==> src/rtl/idt_pkg.sv <==
package idt_pkg;
  localparam int DESC_W = 64;
  localparam int SEL_W  = 16;
  localparam int OFS_W  = 32;

  typedef enum logic [1:0] {
    GK_INTR = 2'd0,
    GK_TRAP = 2'd1,
    GK_TASK = 2'd2
  } gate_kind_e;

  typedef enum logic [1:0] {
    FC_LIMIT  = 2'd0,
    FC_ABSENT = 2'd1,
    FC_TYPE   = 2'd2,
    FC_PRIV   = 2'd3
  } fault_code_e;

  typedef struct packed {
    logic             fault;
    fault_code_e      code;
    logic [SEL_W-1:0] sel;
    logic [OFS_W-1:0] offset;
    gate_kind_e       kind;
    logic             if_clear;
    logic             task_sw;
    logic             mode16;
  } gate_res_t;
endpackage

==> src/rtl/idt_entry_addr.sv <==
module idt_entry_addr #(
  parameter int ADDR_W  = 32,
  parameter int LIM_W   = 16,
  parameter int VEC_W   = 8,
  parameter int ENT_LG2 = 3
) (
  input  logic [ADDR_W-1:0] base_i,
  input  logic [LIM_W-1:0]  limit_i,
  input  logic [VEC_W-1:0]  vec_i,
  output logic [ADDR_W-1:0] addr_o,
  output logic              over_o
);
  localparam int IDX_W = VEC_W + ENT_LG2;
  localparam int CMP_W = (IDX_W > LIM_W) ? IDX_W : LIM_W;

  logic [IDX_W-1:0] first_b, last_b;
  logic [CMP_W-1:0] last_x, lim_x;

  assign first_b = {vec_i, {ENT_LG2{1'b0}}};
  assign last_b  = {vec_i, {ENT_LG2{1'b1}}};
  assign last_x  = CMP_W'(last_b);
  assign lim_x   = CMP_W'(limit_i);
  assign over_o  = last_x > lim_x;
  assign addr_o  = base_i + ADDR_W'(first_b);
endmodule

==> src/rtl/idt_gate_decode.sv <==
module idt_gate_decode
  import idt_pkg::*;
(
  input  logic [DESC_W-1:0] desc_i,
  input  logic              soft_i,
  input  logic [1:0]        cpl_i,
  output gate_res_t         res_o
);
  logic [4:0]       gtype;
  logic [1:0]       dpl;
  logic             present;
  logic [OFS_W-1:0] ofs32;

  assign gtype   = desc_i[44:40];
  assign dpl     = desc_i[46:45];
  assign present = desc_i[47];
  assign ofs32   = {desc_i[63:48], desc_i[15:0]};

  always_comb begin
    gate_res_t d;
    logic      known;
    d     = '0;
    known = 1'b1;
    unique case (gtype)
      5'h05: begin d.kind = GK_TASK; d.task_sw = 1'b1; end
      5'h06: begin d.kind = GK_INTR; d.if_clear = 1'b1; d.mode16 = 1'b1;
                   d.offset = {16'h0, desc_i[15:0]}; end
      5'h07: begin d.kind = GK_TRAP; d.mode16 = 1'b1;
                   d.offset = {16'h0, desc_i[15:0]}; end
      5'h0E: begin d.kind = GK_INTR; d.if_clear = 1'b1; d.offset = ofs32; end
      5'h0F: begin d.kind = GK_TRAP; d.offset = ofs32; end
      default: known = 1'b0;
    endcase
    d.sel = desc_i[31:16];
    if (!present || !known || (soft_i && (cpl_i > dpl))) begin
      d       = '0;
      d.fault = 1'b1;
      if (!present)    d.code = FC_ABSENT;
      else if (!known) d.code = FC_TYPE;
      else             d.code = FC_PRIV;
    end
    res_o = d;
  end
endmodule

==> src/rtl/idt_gate_lookup.sv <==
module idt_gate_lookup
  import idt_pkg::*;
#(
  parameter int ADDR_W = 32,
  parameter int LIM_W  = 16,
  parameter int VEC_W  = 8
) (
  input  logic              clk_i,
  input  logic              rst_ni,
  input  logic              tbl_load_i,
  input  logic [ADDR_W-1:0] tbl_base_i,
  input  logic [LIM_W-1:0]  tbl_limit_i,
  input  logic              req_valid_i,
  input  logic [VEC_W-1:0]  req_vec_i,
  input  logic              req_soft_i,
  input  logic [1:0]        req_cpl_i,
  output logic              busy_o,
  output logic              mem_rd_valid_o,
  input  logic              mem_rd_ready_i,
  output logic [ADDR_W-1:0] mem_rd_addr_o,
  input  logic              mem_rsp_valid_i,
  input  logic [63:0]       mem_rsp_data_i,
  output logic              res_valid_o,
  output logic              res_fault_o,
  output logic [1:0]        res_fault_code_o,
  output logic [VEC_W-1:0]  res_vec_o,
  output logic [15:0]       res_sel_o,
  output logic [31:0]       res_offset_o,
  output logic [1:0]        res_kind_o,
  output logic              res_if_clear_o,
  output logic              res_task_sw_o,
  output logic              res_mode16_o
);
  localparam int ENT_LG2 = $clog2(DESC_W / 8);

  typedef enum logic [1:0] {S_IDLE, S_FETCH, S_WAIT, S_RES} state_e;

  state_e            state_q;
  logic [ADDR_W-1:0] base_q, addr_q, addr_d;
  logic [LIM_W-1:0]  limit_q;
  logic [VEC_W-1:0]  vec_q;
  logic              soft_q;
  logic [1:0]        cpl_q;
  logic              over;
  logic              accept;
  gate_res_t         res_q, dec;

  idt_entry_addr #(
    .ADDR_W(ADDR_W), .LIM_W(LIM_W), .VEC_W(VEC_W), .ENT_LG2(ENT_LG2)
  ) u_addr (
    .base_i (base_q),
    .limit_i(limit_q),
    .vec_i  (req_vec_i),
    .addr_o (addr_d),
    .over_o (over)
  );

  idt_gate_decode u_dec (
    .desc_i(mem_rsp_data_i),
    .soft_i(soft_q),
    .cpl_i (cpl_q),
    .res_o (dec)
  );

  assign accept = req_valid_i && (state_q == S_IDLE);

  // table registers: snapshot into addr_q at accept isolates in-flight lookups
  always_ff @(posedge clk_i or negedge rst_ni) begin
    if (!rst_ni) begin
      base_q  <= '0;
      limit_q <= '0;
    end else if (tbl_load_i) begin
      base_q  <= tbl_base_i;
      limit_q <= tbl_limit_i;
    end
  end

  always_ff @(posedge clk_i or negedge rst_ni) begin
    if (!rst_ni) begin
      state_q <= S_IDLE;
      addr_q  <= '0;
      vec_q   <= '0;
      soft_q  <= 1'b0;
      cpl_q   <= '0;
      res_q   <= '0;
    end else begin
      unique case (state_q)
        S_IDLE: if (accept) begin
          addr_q <= addr_d;
          vec_q  <= req_vec_i;
          soft_q <= req_soft_i;
          cpl_q  <= req_cpl_i;
          if (over) begin
            res_q       <= '0;
            res_q.fault <= 1'b1;
            res_q.code  <= FC_LIMIT;
            state_q     <= S_RES;
          end else begin
            state_q <= S_FETCH;
          end
        end
        S_FETCH: if (mem_rd_ready_i) state_q <= S_WAIT;
        S_WAIT: if (mem_rsp_valid_i) begin
          res_q   <= dec;
          state_q <= S_RES;
        end
        S_RES: state_q <= S_IDLE;
        default: state_q <= S_IDLE;
      endcase
    end
  end

  assign busy_o           = state_q != S_IDLE;
  assign mem_rd_valid_o   = state_q == S_FETCH;
  assign mem_rd_addr_o    = addr_q;
  assign res_valid_o      = state_q == S_RES;
  assign res_fault_o      = res_q.fault;
  assign res_fault_code_o = res_q.code;
  assign res_vec_o        = vec_q;
  assign res_sel_o        = res_q.sel;
  assign res_offset_o     = res_q.offset;
  assign res_kind_o       = res_q.kind;
  assign res_if_clear_o   = res_q.if_clear;
  assign res_task_sw_o    = res_q.task_sw;
  assign res_mode16_o     = res_q.mode16;
endmodule

==> config.mk <==
export PLATFORM = sky130hd
export DESIGN_NAME = idt_gate_lookup
export DESIGN_NICKNAME = d
export VERILOG_FILES = /design/src/rtl/idt_pkg.sv /design/src/rtl/idt_entry_addr.sv /design/src/rtl/idt_gate_decode.sv /design/src/rtl/idt_gate_lookup.sv
export SDC_FILE = /design/constraint.sdc
export NUM_CORES = 1
export LEC_CHECK = 0
export BUFFER_PORTS_ARGS = -buffer_cell sky130_fd_sc_hd__buf_4
export CAP_MARGIN = 20
export CORE_AREA = 4 4 130 132
export CTS_CLUSTER_DIAMETER = 120
export DETAILED_ROUTE_END_ITERATION = 12
export DIE_AREA = 0 0 134 136
export PLACE_DENSITY = 0.73
export SETUP_SLACK_MARGIN = 0.02
export SYNTH_ARGS = -nofsm -noshare
export SYNTH_HDL_FRONTEND = slang
export SYNTH_SLANG_ARGS = --single-unit
==> constraint.sdc <==
create_clock -name clk_i -period 2.4 [get_ports clk_i]
set_clock_uncertainty 0.15 [all_clocks]
set_input_delay 0.24 -clock clk_i [delete_from_list [all_inputs] [get_ports clk_i]]
set_output_delay 0.24 -clock clk_i [all_outputs]
set_load 0.01 [all_outputs]
==> flow_summary.json <==
{
  "setup-tns-final_ns": 0,
  "synth.top_cell.area_share_pct": 50.9,
  "cts_tree": "yes",
  "die_y_um": 136,
  "nets": 1089,
  "critPathLaunchType": "flip-flop",
  "synth-compound-area-share_pct": 6.81,
  "crit_type": "flip-flop to flip-flop",
  "antenna_found_initial": 0,
  "worst_hold_startpoint": "mem_rsp_data_i[25]",
  "clock_path_buffers": 2,
  "crit_chain": "ha_4, fa_2, a211oi_2, o211ai_1, nand4_1, buf_6, or4_1, nand3_1",
  "drt.antenna.violating_nets": 0,
  "fin_crit_sh_pct": 99.7,
  "gr-usage-met3_pct": 6.07,
  "synth_fa_ha_area_share_pct": 4.23,
  "synth-simple-area-share_pct": 15.5,
  "worstHoldPathType": "input port to flip-flop",
  "drt_iter0_markers": 286,
  "clock_sinks": 148,
  "status": "finished clean",
  "slew_violations": 0,
  "synth-xor-area-share_pct": 1.93,
  "final_layout_size_suffix_gt1_share_pct": 43.5,
  "syn_area_per_cell_sq_um": 11.5,
  "synth_top_family_by_area": "multiplexers",
  "final_util_pct": 69.8,
  "relSlewSlack_pct": 52.4,
  "cts-root-buf": "clkbuf_16",
  "final_cell_area_sq_um": 11000,
  "die_area_sq_um": 18200,
  "worst_path_max_delay_cell": "o211ai_1",
  "syn2layout_area_growth_pct": 50.7,
  "die_w_um": 134,
  "synth.mux.area_fraction_pct": 17.4,
  "leakagePower_nw": 5.42,
  "gr-max-usage-layer": "met2",
  "crit_buf_inv": 1,
  "p_total_mw": 9.58,
  "path_clk_slew_ns": 0.06,
  "core_area_sq_um": 15700,
  "port_buffers": 219,
  "crit_family": "simple AND/OR/NAND/NOR gates",
  "yosysUniqueCellTypes": 53,
  "synth_edf_count": 0,
  "cp.required_ns": 2.60,
  "crit_path_max_fanout": 6,
  "fin_crit_ns": 2.39,
  "synthCells": 635,
  "grt_max_degree": 58,
  "setup_viol": 0,
  "seq_area_frac_synth_pct": 50.9,
  "grt_pass1_wl_um": 31900,
  "power_density_nw_per_um2": 874,
  "cp.arrival_ns": 2.59,
  "vias_per_cell": 5.16,
  "syn-num-nets": 788,
  "stdcell_count": 1164,
  "crit_path_end_kind": "flip-flop",
  "io_pins": 228,
  "max_freq_mhz": 418,
  "netlist_area_sq_um": 7270,
  "rows": 46,
  "synthTopCellsByArea": "dfrtp_1 (51%), mux2_4 (10%), mux2_2 (6.8%)",
  "grtUsageMet2_pct": 37.4,
  "setup_slack_ns": 0.00750,
  "wl_per_cell_um": 17.8,
  "place.gp.congestion": 0.817,
  "grt_usage_pct": 22.2,
  "critPathLaunch": "base_q[3]",
  "cts_max_level": 4,
  "drt_wl_total_um": 20700,
  "ys_seq_elements": 148,
  "ys.flop_type": "dfrtp_1",
  "drc": 0,
  "dp_hpwl_um": 13700,
  "grtUsageMet1_pct": 27.7,
  "drv_cap": 0,
  "ys_warn_count": 0,
  "place_inst": 1068,
  "fin_hold_ws_ns": 0.0372,
  "cpPeakStageDelay_ns": 0.47,
  "rsz0062_at_grt": "yes",
  "grt_pass1_vias": 6148,
  "initial_core_util_pct": 46.3,
  "hold_viol_final": 0,
  "grt-ovfl-total": 0,
  "synthArstFlopShare_pct": 100,
  "diodes": 0,
  "vias": 6004,
  "post-place-ws_ns": -0.105,
  "r2r-start": "base_q[3]",
  "yosys.area.top_type": "dfrtp_1",
  "clk_latency_ns": 0.42,
  "post_dp_cell_area_sq_um": 9300,
  "r2r_setup_slack_ns": 0.008,
  "tightest_slew_ns": 0.714,
  "cts_buffers": 17,
  "first_pass_iters": 4,
  "vdd_drop_max_uv": 489
}
-- path summary, 6_finish.rpt --
| kind | end | cells past startpoint |
|---|---|---|
| setup reg to reg | mem_rd_addr_o[31] | 8 |
| min in group asynchronous | res_offset_o[11] | 2 |
| hold reg to reg | mem_rd_addr_o[0] | 2 |
| max in group asynchronous | mem_rd_addr_o[11] | 3 |
| setup / recovery | mem_rd_addr_o[31] | 8 |
| hold / removal | res_sel_o[9] | 3 |
-- routing by layer --
| layer | wire length (um) | share of wire [%] | vias to the layer above |
|---|---|---|---|
| met5 | 0 | 0 | - |
| met4 | 374 | 1.8 | 0 |
| met3 | 1370 | 6.6 | 31 |
| met2 | 10200 | 49 | 204 |
| met1 | 8770 | 42 | 2937 |
| li1 | - | - | 2832 |
-- cell type report --
cell class                      instances  area, sq um
Sequential cell                       148         3700
Inverter                               18         67.6
Timing Repair Buffer                  315         2690
Clock buffer                           19          443
Clock inverter                         12          250
Tap cell                              216          270
Fill cell                            1129         4750
Multi-Input combinational cell        436         3540
-- timing repair --
item                                   CTS  global route
cloned                                   1             3
buffers inserted                         1             1
endpoints found under the hold margin  104             0
pin swaps                                5            10
resized for setup                       15            27
setup endpoints to repair               62            69
hold buffers                            60             0
-- flip-flops by register name, summed over array words and instances, names as in the netlist --
register,flops
res_fault_code_o,2
res_offset_o,32
res_fault_o,1
res_kind_o,2
res_sel_o,16
res_vec_o,8
cpl_q,2
limit_q,16
soft_q,1
res_if_clear_o,1
state_q,2
mem_rd_addr_o,32
res_mode16_o,1
base_q,32
-- kinds of logic (layout without fill, tap and decap cells) --
logic type                 Yosys count  in the layout
AOI/OAI and AO/OA                   79             79
xor gates and xnor gates            16             16
adders and majority gates           24             24
buffers and inverters               51            364
DFF                                148            148
muxes                               96             96
and+or+nand+nor                    221            221
-- synth_stat cells (all sizes together) (4+ instances only) --
cell / number
nor2: 20
xor2: 12
o21ai: 37
nand3: 10
nand4: 5
inv: 18
nor3: 5
dfrtp: 148
clkbuf: 25
a21oi: 9
ha: 23
nand2: 94
xnor2: 4
o211ai: 4
and3: 54
o2111ai: 4
a31oi: 10
or3: 7
mux2: 94
buf: 8
or4: 4
-- where the power goes --
group          internal [mW]  switching, mW
registers               3.01          0.347
clock network           2.09           1.05
logic                   1.60           1.49
-- worst reg2reg max path, cell delays in order, from the launching register on --
cell and delay [ns]:
dfrtp_1 0.40, ha_4 0.16, fa_2 0.22, a211oi_2 0.08, o211ai_1 0.47, nand4_1 0.20, buf_6 0.17, or4_1 0.39
nand3_1 0.09
-- layout by cell type, fill, tap and decap left out, types with 4 or more instances in the layout --
master	count
buf_4	242
dfrtp_1	148
nand2_1	92
dlygate4sd3_1	60
and3_1	54
mux2_4	50
mux2_2	44
o21ai_0	35
clkbuf_16	20
nor2_1	18
inv_1	15
ha_1	14
xor2_1	12
a31oi_1	10
ha_4	9
a21oi_1	7
nand3_1	7
bufinv_16	7
or3_1	6
buf_12	6
nand4_1	5
o211ai_1	4
nor3_1	4
o2111ai_1	4
xnor2_1	4
(Power assumes the default switching activity.)
